## config.mk

```make
export PLATFORM = sky130hd
export DESIGN_NAME = card_xfer_seq
export DESIGN_NICKNAME = d
export VERILOG_FILES = /design/src/rtl/card_seq_pkg.sv /design/src/rtl/card_byte_fifo.sv /design/src/rtl/card_proto_fsm.sv /design/src/rtl/card_xfer_seq.sv
export SDC_FILE = /design/constraint.sdc
export NUM_CORES = 1
export LEC_CHECK = 0
export ABC_CLOCK_PERIOD_IN_PS = 3500
export BUFFER_PORTS_ARGS = -buffer_cell sky130_fd_sc_hd__buf_2
export CORE_ASPECT_RATIO = 1.5
export CORE_MARGIN = 2
export CORE_UTILIZATION = 45
export DETAILED_ROUTE_END_ITERATION = 7
export HOLD_SLACK_MARGIN = 0.05
export PLACE_DENSITY = 0.66
export SLEW_MARGIN = 15
export SYNTH_ARGS = -nofsm -noshare
export SYNTH_HDL_FRONTEND = slang
export SYNTH_SLANG_ARGS = --single-unit
```

## constraint.sdc

```tcl
create_clock -name clk -period 3.5 [get_ports clk]
set_input_delay 0.7 -clock clk [delete_from_list [all_inputs] [get_ports clk]]
set_output_delay 0.7 -clock clk [all_outputs]
set_load 0.01 [all_outputs]
```

## src/rtl/card_seq_pkg.sv

```systemverilog
package card_seq_pkg;

  localparam int unsigned WORD_BYTES = 4;

  typedef enum logic [1:0] {
    A_SYS  = 2'd0,
    A_DATA = 2'd1,
    A_CMD  = 2'd2,
    A_STAT = 2'd3
  } reg_sel_e;

  // Direction carried by the protocol code: 1 = toward the card.
  function automatic logic f_code_dir(input logic [7:0] code);
    return code[3];
  endfunction

  // Service request: writer wants the FIFO refilled, reader wants it drained.
  function automatic logic f_drq(input logic active, input logic to_card,
                                 input logic empty, input logic full);
    return active & (to_card ? empty : full);
  endfunction

  // Byte occupancy after one cycle of word/byte traffic.
  function automatic int unsigned f_level_next(input int unsigned lvl,
                                               input logic wpush, input logic wpop,
                                               input logic bpush, input logic bpop);
    int unsigned n;
    n = lvl;
    if (wpush) n = n + WORD_BYTES;
    if (bpush) n = n + 1;
    if (wpop)  n = n - WORD_BYTES;
    if (bpop)  n = n - 1;
    return n;
  endfunction

endpackage

```

## src/rtl/card_byte_fifo.sv

```systemverilog
module card_byte_fifo
  import card_seq_pkg::*;
#(
  parameter int unsigned WORDS = 2
) (
  input  logic                            clk,
  input  logic                            rst_n,
  input  logic                            clear,
  input  logic                            flush,
  input  logic                            pad,
  input  logic                            word_push,
  input  logic [31:0]                     word_in,
  input  logic                            word_pop,
  input  logic                            byte_push,
  input  logic [7:0]                      byte_in,
  input  logic                            byte_pop,
  output logic [31:0]                     word_out,
  output logic [7:0]                      byte_out,
  output logic [$clog2(WORDS*4+1)-1:0]    level,
  output logic                            empty,
  output logic                            full
);
  localparam int unsigned DEPTH = WORDS * WORD_BYTES;
  localparam int unsigned PW    = $clog2(DEPTH);
  localparam int unsigned LW    = $clog2(DEPTH + 1);

  logic [7:0]    mem [DEPTH];
  logic [PW-1:0] rptr, wptr, rptr_n, wptr_n;

  assign empty    = (level == '0);
  assign full     = (level == LW'(DEPTH));
  assign byte_out = mem[rptr];

  for (genvar k = 0; k < WORD_BYTES; k++) begin : g_lane
    assign word_out[8*k +: 8] = mem[rptr + PW'(k)];
  end

  always_comb begin
    wptr_n = wptr;
    rptr_n = rptr;
    if (word_push) wptr_n = wptr + PW'(WORD_BYTES);
    else if (byte_push) wptr_n = wptr + PW'(1);
    if (word_pop) rptr_n = rptr + PW'(WORD_BYTES);
    else if (byte_pop) rptr_n = rptr + PW'(1);
  end

  always_ff @(posedge clk) begin
    if (word_push) begin
      for (int k = 0; k < WORD_BYTES; k++) mem[wptr + PW'(k)] <= word_in[8*k +: 8];
    end else if (byte_push) begin
      mem[wptr] <= byte_in;
    end
  end

  always_ff @(posedge clk or negedge rst_n) begin
    if (!rst_n) begin
      rptr  <= '0;
      wptr  <= '0;
      level <= '0;
    end else if (clear) begin
      rptr  <= '0;
      wptr  <= '0;
      level <= '0;
    end else if (flush) begin
      rptr  <= wptr_n;
      wptr  <= wptr_n;
      level <= '0;
    end else if (pad) begin
      rptr  <= rptr_n;
      wptr  <= rptr_n;
      level <= LW'(DEPTH);
    end else begin
      rptr  <= rptr_n;
      wptr  <= wptr_n;
      level <= LW'(f_level_next(int'(level), word_push, word_pop, byte_push, byte_pop));
    end
  end

  p_level_bound_r11: assert property (@(posedge clk) disable iff (!rst_n)
    level <= LW'(DEPTH));
  p_pad_full_r10: assert property (@(posedge clk) disable iff (!rst_n)
    (pad && !clear) |=> full);
  p_flush_empty_r9: assert property (@(posedge clk) disable iff (!rst_n)
    (flush && !clear) |=> empty);

endmodule

```

## src/rtl/card_proto_fsm.sv

```systemverilog
module card_proto_fsm #(
  parameter int unsigned CNT_W = 10
) (
  input  logic             clk,
  input  logic             rst_n,
  input  logic             abort,
  input  logic             start,
  input  logic             start_dir,
  input  logic [CNT_W-1:0] start_cnt,
  input  logic             beat,
  output logic             active,
  output logic             dir,
  output logic             last_beat,
  output logic             end_pulse
);
  logic [CNT_W-1:0] remaining;

  assign last_beat = active & beat & (remaining == CNT_W'(1));

  always_ff @(posedge clk or negedge rst_n) begin
    if (!rst_n) begin
      active    <= 1'b0;
      dir       <= 1'b0;
      remaining <= '0;
      end_pulse <= 1'b0;
    end else if (abort) begin
      active    <= 1'b0;
      remaining <= '0;
      end_pulse <= 1'b0;
    end else begin
      end_pulse <= last_beat;
      if (start) begin
        active    <= 1'b1;
        dir       <= start_dir;
        remaining <= start_cnt;
      end else if (active && beat) begin
        remaining <= remaining - CNT_W'(1);
        if (remaining == CNT_W'(1)) active <= 1'b0;
      end
    end
  end

  p_end_single_r8: assert property (@(posedge clk) disable iff (!rst_n)
    end_pulse |=> !end_pulse);
  p_end_idle_r8: assert property (@(posedge clk) disable iff (!rst_n)
    end_pulse |-> !active);
  p_start_idle_r4: assert property (@(posedge clk) disable iff (!rst_n)
    start |-> !active);
  p_hold_count_r6: assert property (@(posedge clk) disable iff (!rst_n)
    (active && !beat && !abort && !start) |=> $stable(remaining));

endmodule

```

## src/rtl/card_xfer_seq.sv

```systemverilog
module card_xfer_seq
  import card_seq_pkg::*;
#(
  parameter int unsigned FIFO_WORDS = 2,
  parameter int unsigned CNT_W      = 10
) (
  input  logic        clk,
  input  logic        rst_n,
  input  logic        reg_wr,
  input  logic        reg_rd,
  input  logic [1:0]  reg_addr,
  input  logic [31:0] reg_wdata,
  output logic [31:0] reg_rdata,
  output logic        drq,
  output logic        busy,
  output logic        proto_end,
  output logic        out_valid,
  output logic [7:0]  out_byte,
  input  logic        out_ready,
  input  logic        in_valid,
  input  logic [7:0]  in_byte,
  output logic        in_ready
);
  localparam int unsigned DEPTH = FIFO_WORDS * WORD_BYTES;
  localparam int unsigned LW    = $clog2(DEPTH + 1);
  localparam int unsigned CNT_LSB = 16;

  logic             srst, fdir;
  logic [7:0]       clkdiv;
  logic [7:0]       cmd_code;
  logic [CNT_W-1:0] cmd_cnt;

  logic wr_sys, wr_data, wr_cmd, rd_data;
  logic tx_beat, rx_beat, start, last_beat, dir;
  logic word_push, word_pop, empty, full;
  logic [LW-1:0] level;
  logic [31:0]   word_out;
  logic [7:0]    fifo_byte;
  logic [CNT_W-1:0] new_cnt;

  assign wr_sys  = reg_wr & (reg_sel_e'(reg_addr) == A_SYS);
  assign wr_data = reg_wr & (reg_sel_e'(reg_addr) == A_DATA);
  assign wr_cmd  = reg_wr & (reg_sel_e'(reg_addr) == A_CMD);
  assign rd_data = reg_rd & (reg_sel_e'(reg_addr) == A_DATA);
  assign new_cnt = reg_wdata[CNT_LSB +: CNT_W];

  assign out_valid = busy & dir & ~empty;
  assign out_byte  = fifo_byte;
  assign in_ready  = busy & ~dir & ~full;
  assign tx_beat   = out_valid & out_ready;
  assign rx_beat   = in_valid & in_ready;

  assign word_push = wr_data & ~srst & ~rx_beat & (level <= LW'(DEPTH - WORD_BYTES));
  assign word_pop  = rd_data & ~srst & ~tx_beat & (level >= LW'(WORD_BYTES));
  assign start     = wr_cmd & ~srst & ~busy & (new_cnt != '0);
  assign drq       = f_drq(busy, dir, empty, full);

  card_byte_fifo #(.WORDS(FIFO_WORDS)) i_fifo (
    .clk       (clk),
    .rst_n     (rst_n),
    .clear     (srst),
    .flush     (last_beat & dir),
    .pad       (last_beat & ~dir),
    .word_push (word_push),
    .word_in   (reg_wdata),
    .word_pop  (word_pop),
    .byte_push (rx_beat),
    .byte_in   (in_byte),
    .byte_pop  (tx_beat),
    .word_out  (word_out),
    .byte_out  (fifo_byte),
    .level     (level),
    .empty     (empty),
    .full      (full)
  );

  card_proto_fsm #(.CNT_W(CNT_W)) i_fsm (
    .clk       (clk),
    .rst_n     (rst_n),
    .abort     (srst),
    .start     (start),
    .start_dir (f_code_dir(reg_wdata[7:0])),
    .start_cnt (new_cnt),
    .beat      (tx_beat | rx_beat),
    .active    (busy),
    .dir       (dir),
    .last_beat (last_beat),
    .end_pulse (proto_end)
  );

  always_ff @(posedge clk or negedge rst_n) begin
    if (!rst_n) begin
      srst     <= 1'b0;
      fdir     <= 1'b0;
      clkdiv   <= '0;
      cmd_code <= '0;
      cmd_cnt  <= '0;
    end else if (srst) begin
      srst     <= 1'b0;
      fdir     <= 1'b0;
      cmd_code <= '0;
      cmd_cnt  <= '0;
    end else begin
      if (start) begin
        fdir     <= f_code_dir(reg_wdata[7:0]);
        cmd_code <= reg_wdata[7:0];
        cmd_cnt  <= new_cnt;
      end else if (wr_sys) begin
        if (reg_wdata[1]) begin
          srst <= 1'b1;
        end else begin
          fdir   <= reg_wdata[0];
          clkdiv <= reg_wdata[15:8];
        end
      end
    end
  end

  always_comb begin
    reg_rdata = '0;
    unique case (reg_sel_e'(reg_addr))
      A_SYS:  reg_rdata = {16'b0, clkdiv, 6'b0, srst, fdir};
      A_DATA: reg_rdata = word_out;
      A_CMD:  begin
        reg_rdata[7:0] = cmd_code;
        reg_rdata[CNT_LSB +: CNT_W] = cmd_cnt;
      end
      A_STAT: reg_rdata = {28'b0, drq, busy, full, empty};
    endcase
  end

  p_drq_busy_r7: assert property (@(posedge clk) disable iff (!rst_n)
    drq |-> busy);
  p_tx_gated_r12: assert property (@(posedge clk) disable iff (!rst_n)
    out_valid |-> (busy && !empty));
  p_rx_gated_r12: assert property (@(posedge clk) disable iff (!rst_n)
    in_ready |-> (busy && !full));
  p_srst_selfclear_r2: assert property (@(posedge clk) disable iff (!rst_n)
    srst |=> !srst);
  p_clkdiv_keep_r3: assert property (@(posedge clk) disable iff (!rst_n)
    srst |=> $stable(clkdiv));
  p_fdir_follow_r5: assert property (@(posedge clk) disable iff (!rst_n)
    start |=> (fdir == $past(reg_wdata[3])));

endmodule

```

==> impl_metrics.csv, run 1 <==
group,metric,value,unit
outcome,outcome,"finished, final reports clean",
routing,routed_wl,29600,um
placed_design,io_buffer_count,92,
clock_tree,cts_hold_buf,0,
logic_synthesis,yosysWarnings,0,
placed_design,dpl.hpwl,22900,um
logic_synthesis,synth-main-ff-cell,"edfxtp_1",
logic_synthesis,syn_inst,927,
routing,drc_errors,0,
clock_tree,h-tree-depth,4,
power_and_ir_drop,cellPowerDensity,791,mW/mm^2
logic_synthesis,syn_avg_cell_area,10.2,um^2
worst_setup_path,cpPeakStageDelay,0.43,ns
logic_synthesis,synth-seq-cells,115,
routing,firstDrtPassIters,6,
layout,fin_util,0.523,
worst_setup_path,endpoint_kind,"primary output",
clock_tree,cts_setup_buffers,0,
timing,drv_slew,0,
logic_synthesis,synth_commonest_cells,"nand2_1 (125), nor2_1 (80), mux2i_1 (77)",
clock_tree,cts_buffers,17,
timing,worst_slack,0.170,ns
timing,max_freq,0.300,GHz
worst_setup_path,path_delay_family,"buffers and inverters",
power_and_ir_drop,peakVddDrop,0.392,mV
global_routing,grt_pass1_wl,45600,um
clock_tree,cts_buffer_depth,2,
timing,tns,0,ns
layout,fillers,1869,
logic_synthesis,synthArstFlopShare,0.443,
worst_setup_path,cp-start-kind,"register",
floorplanning,dieArea,0.0222,mm^2
logic_synthesis,synth_top_area_cell,"edfxtp_1",
timing,period_share,0.951,
worst_setup_path,crit_slowest_cell,"a211oi_1",
timing,slew_headroom,0.476,
worst_setup_path,crit_chain,"inv_2, ha_1, buf_6, mux4_2, mux2i_1, a211oi_1, buf_2",
logic_synthesis,ys_seq_area_frac,0.338,
worst_hold_path,min_path_type,"input pin to async pin",
layout,antenna_cells,0,
logic_synthesis,synth_edf_count,64,
power_and_ir_drop,power.total,8.49,mW
logic_synthesis,synth_top_area_share,0.203,
timing,setup_viol,0,
timing,worstMarginPinSlew,0.786,ns
floorplanning,die_w,122,um
power_and_ir_drop,p_leak,4.41,nW
floorplanning,die_h,181,um
floorplanning,ios,93,
floorplanning,rows,64,
clock_tree,cts_resized,0,
routing,dr.first_iter.drc_count,830,
worst_setup_path,cp.required,2.80,ns
worst_setup_path,path_buf_inv,3,
logic_synthesis,yosysUniqueCellTypes,71,
clock_tree,cts_root_buf,"clkbuf_16",
layout,fin_nets,1055,
timing,fin_worst_skew,0.00646,ns
logic_synthesis,netlist_area,0.00945,mm^2
routing,via_count,7919,
clock_tree,clock_latency,0.44,ns
clock_tree,cts.sinks,115,
floorplanning,start_util,0.461,
worst_setup_path,crit_type,"register to primary output",
routing,final_antenna_net_count,0,
flow_run,cap_viol_max_count,0,
layout,area_growth,13.5,%
global_routing,grt-ovfl-total,0,
placed_design,gp_congestion,0.894,
global_routing,grt_pass1_vias,7686,
global_routing,antenna_found_initial,0,
worst_setup_path,critical_path_peak_fanout,21,
clock_tree,cts_tree,"done",
clock_tree,path_clk_slew,0.06,ns
logic_synthesis,yosysMostFrequentCell,"nand2_1",
placed_design,place_ws,0.533,ns
global_routing,grt_use_total,0.275,
routing,vias_per_cell,6.23,
layout,drive_above_1_share,0.308,
timing,hold_viol_final,0,
routing,routedWlPerCell,23.3,um
global_routing,grt_max_degree,50,
floorplanning,coreArea,0.0205,mm^2
timing,fin_crit,3.33,ns
logic_synthesis,synth_area_leaders,"edfxtp_1 (20%), mux4_2 (14%), dfrtp_1 (14%)",
timing,grt_setup_unrepaired,"no",
worst_setup_path,cp.arrival,2.63,ns
logic_synthesis,synth.net_count,988,
## metal layers
| metal | track usage | vias to the layer above | share of wire |
|---|---|---|---|
| li1 | - | 3583 | - |
| met1 | 0.339 | 3895 | 0.39 |
| met2 | 0.467 | 361 | 0.51 |
| met3 | 0.0474 | 80 | 0.063 |
| met4 | 0.118 | 0 | 0.035 |
| met5 | 0 | - | 0 |
## report_power, final
group	internal (mW)	switching, mW	leakage, nW
clock network	1.05	0.698	0.276
logic	2.12	2.40	2.91
registers	1.86	0.359	1.22
total	5.03	3.46	4.41
## cell usage in the layout, fill, tap and decap left out, types with 35 or more instances in the layout
cell type  synthesis  layout
nor2_1            80      80
a21oi_1           54      54
dfrtp_1           51      50
mux2i_1           77      77
mux4_2            58      58
mux2_2            66      66
buf_2             20      92
nand2_1          125     125
buf_4              8      35
edfxtp_1          64      64
## final cells by class
type                       instances  area [um^2]  area share
multi-input combinational        713         5800       0.540
sequential                       115         3200       0.298
timing repair buffer             129          754      0.0703
clock buffer                      18          429      0.0400
tap                              264          330      0.0308
clock inverter                    14          153      0.0142
inverter                          18         67.6     0.00630
## kinds of logic after synthesis
logic type | count (synthesis) | synth area share
buffers and inverters | 99 | 0.0485
adders and majority gates | 13 | 0.0172
and+or+nand+nor | 301 | 0.154
xor gates and xnor gates | 18 | 0.0167
DFF | 115 | 0.338
AOI/OAI and AO/OA | 178 | 0.124
muxes | 203 | 0.301
## worst reg2reg max path: cells and delay by family (launching register included)
| family | cells | cell delay (ns) |
|---|---|---|
| compound gates | 1 | 0.11 |
| simple gates | 2 | 0.62 |
| flops | 1 | 0.44 |
| buf+inv | 2 | 0.43 |
| mux | 3 | 0.81 |
| fa+ha+maj | 1 | 0.26 |
## final timing paths
kind	startpoint	endpoint	slack (ns)	cells past startpoint
min in group clk	cmd_cnt[1]	cmd_cnt[1]	0.48	2
setup / recovery	i_fifo.rptr[1]	reg_rdata[13]	0.17	7
setup reg to reg	i_fifo.level[0]	i_fifo.mem[3][1]	0.57	9
hold reg to reg	cmd_cnt[1]	cmd_cnt[1]	0.48	2
hold / removal	rst_n	i_fifo.level[2]	0.30	1
max in group asynchronous	rst_n	cmd_code[4]	2.37	2
## sequential cells by signal (all words and copies together) (netlist names), 3 cells and up
| signal | count |
|---|---|
| cmd_cnt | 10 |
| i_fifo.wptr | 3 |
| i_fsm.remaining | 10 |
| i_fifo.mem | 64 |
| i_fifo.rptr | 3 |
| cmd_code | 8 |
| i_fifo.level | 4 |
| clkdiv | 8 |
## metrics by stage
stage / hold WS (ns) / cell area [um^2] / std cells
after floorplan: 0.404 / 9450 / 927
after global placement: 0.457 / 10100 / 1239
after detailed placement: 0.463 / 10100 / 1239
after CTS: 0.299 / 10700 / 1271
after global routing: 0.331 / 10700 / 1271
final: 0.300 / 10700 / 1271
Power figures use the tool's default switching activity.
==> inputs of run 2 (changes only) <==
Settings changed: SYNTH_HIERARCHICAL from default to 1.
==> run 2 against run 1 <==
  * Global-route usage fell by 1.2 points
  * Via count fell by 5.9%
  * Register-to-register slack got worse by 0.34 ns
  * Synthesized cell count fell by 7.1%
  * Final cell count fell by 3.0%
  * Total power fell by 6.0%
  * Critical path type unchanged
  * Synthesized area rose by 0.40%
==> impl_metrics.csv, run 2 <==
group,metric,value,unit
floorplanning,dieArea,0.0223,mm^2
logic_synthesis,syn_inst,861,
worst_setup_path,path_delay_family,"multiplexers",
flow_run,cap_viol_max_count,0,
timing,grt_setup_unrepaired,"no",
logic_synthesis,synth_area_leaders,"edfxtp_1 (20%), mux2_2 (15%), dfrtp_1 (13%)",
timing,tns,0,ns
worst_setup_path,cp-start-kind,"register",
global_routing,grt-ovfl-total,0,
routing,dr.first_iter.drc_count,726,
power_and_ir_drop,power.total,7.98,mW
power_and_ir_drop,p_leak,4.37,nW
layout,fin_nets,1011,
global_routing,grt_max_degree,43,
worst_setup_path,cpPeakStageDelay,0.58,ns
routing,final_antenna_net_count,0,
floorplanning,ios,93,
floorplanning,die_h,182,um
power_and_ir_drop,cellPowerDensity,735,mW/mm^2
layout,final_common_cell,"mux2_2",
logic_synthesis,synth_top_area_cell,"edfxtp_1",
clock_tree,h-tree-depth,4,
logic_synthesis,yosysWarnings,6,
global_routing,antenna_found_initial,0,
routing,firstDrtPassIters,5,
placed_design,io_buffer_count,92,
routing,via_count,7452,
clock_tree,cts_tree,"done",
worst_setup_path,cp.required,2.80,ns
layout,largest_reg_flops,64,
layout,regArea,0.00320,mm^2
worst_hold_path,min_path_type,"input pin to async pin",
floorplanning,start_util,0.454,
layout,antenna_cells,0,
logic_synthesis,synth.net_count,920,
clock_tree,cts_root_buf,"clkbuf_16",
clock_tree,cts.sinks,115,
timing,setup_viol,0,
logic_synthesis,netlist_area,0.00949,mm^2
logic_synthesis,synth-seq-cells,115,
logic_synthesis,synthArstFlopShare,0.443,
logic_synthesis,syn_avg_cell_area,11.0,um^2
placed_design,dpl.hpwl,21400,um
worst_setup_path,endpoint_kind,"primary output",
logic_synthesis,synth_commonest_cells,"mux2_2 (130), mux2i_1 (71), edfxtp_1 (64)",
worst_setup_path,crit_type,"register to primary output",
power_and_ir_drop,peakVddDrop,0.371,mV
layout,fillers,1829,
global_routing,grt_pass1_wl,43700,um
timing,max_freq,0.296,GHz
timing,drv_slew,0,
floorplanning,die_w,123,um
layout,regMostFlops,"i_fifo/mem",
layout,area_growth,14.4,%
floorplanning,rows,65,
timing,fin_crit,3.38,ns
global_routing,grt_pass1_vias,7556,
clock_tree,cts_buffers,17,
clock_tree,path_clk_slew,0.06,ns
timing,slew_headroom,0.353,
placed_design,gp_congestion,0.864,
logic_synthesis,yosysMostFrequentCell,"mux2_2",
worst_setup_path,crit_chain,"ha_1, xnor2_1, buf_4, mux4_1, mux2i_1, nor2_1, buf_2",
worst_setup_path,cp.arrival,2.68,ns
routing,drc_errors,0,
logic_synthesis,yosysUniqueCellTypes,70,
timing,hold_viol_final,0,
layout,drive_above_1_share,0.385,
worst_setup_path,path_buf_inv,2,
logic_synthesis,synth-main-ff-cell,"edfxtp_1",
routing,routed_wl,28500,um
worst_setup_path,crit_slowest_cell,"mux4_1",
routing,vias_per_cell,6.04,
logic_synthesis,synth_top_area_share,0.203,
layout,layout_common_cells,"mux2_2 (130), buf_2 (92), mux2i_1 (71)",
logic_synthesis,synth_edf_count,64,
logic_synthesis,ys_seq_area_frac,0.337,
routing,routedWlPerCell,23.1,um
timing,period_share,0.965,
layout,multi_input_area,0.00586,mm^2
layout,reg.largest.list,"i_fifo/mem x64, cmd_cnt x10, i_fsm/remaining x10",
timing,worstMarginPinSlew,0.967,ns
floorplanning,coreArea,0.0209,mm^2
timing,fin_worst_skew,0.0100,ns
worst_setup_path,critical_path_peak_fanout,12,
global_routing,grt_use_total,0.263,
clock_tree,clock_latency,0.43,ns
outcome,outcome,"finished, final reports clean",
clock_tree,cts_buffer_depth,2,
## run 2: area by class of cell
type                    instances  area share
clock buffers                  17      0.0392
clock inverters                15      0.0121
inverters                      23     0.00795
multi-input cells             659       0.540
flip-flops and latches        115       0.295
well taps                     268      0.0309
repair buffers                136      0.0751
## run 2: report_power, final
| group | internal [mW] | switching (mW) | leakage [nW] |
|---|---|---|---|
| Sequential | 1.83 | 0.293 | 1.22 |
| Clock | 0.977 | 0.697 | 0.264 |
| Combinational | 2.09 | 2.09 | 2.88 |
## run 2: worst paths after layout
| check | from | end | slack (ns) | cells past startpoint |
|---|---|---|---|---|
| hold reg to reg | clkdiv[3] | clkdiv[3] | 0.51 | 1 |
| max in group asynchronous | rst_n | cmd_code[6] | 2.44 | 2 |
| min in group clk | clkdiv[3] | clkdiv[3] | 0.51 | 1 |
| setup / recovery | i_fifo/rptr[0] | reg_rdata[8] | 0.12 | 7 |
| setup reg to reg | i_fifo/level[0] | i_fifo/wptr[2] | 0.23 | 13 |
| hold / removal | rst_n | i_fifo/rptr[0] | 0.38 | 1 |
## run 2: cells by family after synthesis
logic type	share of synthesized area
AO/OA/AOI/OAI	0.0957
XOR/XNOR	0.0257
adder cells (fa/ha/maj)	0.0156
buffers and inverters	0.0464
flip-flops	0.337
multiplexers	0.347
AND/OR/NAND/NOR	0.133
## run 2: through the flow
stage	cells	cell area (um^2)	hold slack (ns)	util	setup WS [ns]
after floorplan	861	9490	0.404	-	0.245
after global placement	1198	10300	0.489	0.491	0.312
after detailed placement	1198	10300	0.496	0.491	0.180
after CTS	1230	10800	0.398	0.518	0.0223
after global routing	1233	10900	0.443	0.519	0.0346
final	1233	10900	0.379	0.519	0.121
## run 2: what timing repair did
item                       CTS  global route
buffers inserted             0             3
hold buffers                 0             0
setup endpoints to repair    0            13
resized for setup            0             3
## run 2: worst register-to-register path: stages, from the launching register on
cell and delay (ns):
dfrtp_1 0.45, inv_1 0.07, ha_1 0.20, and2_1 0.19, nor3b_2 0.22, and2_1 0.25
or2_2 0.20, nand3b_2 0.18, or4_4 0.55, inv_1 0.11, and2_2 0.22, nand2b_1 0.24
mux2i_1 0.21, nor2_1 0.05
## run 2: metal layers
metal / share of wire / wire length [um] / vias up / track usage
met3: 0.047 / 1340 / 74 / 0.0355
met4: 0.037 / 1060 / 0 / 0.127
li1: - / - / 3399 / -
met2: 0.53 / 15000 / 279 / 0.462
met5: 0 / 0 / - / 0
met1: 0.39 / 11100 / 3700 / 0.310
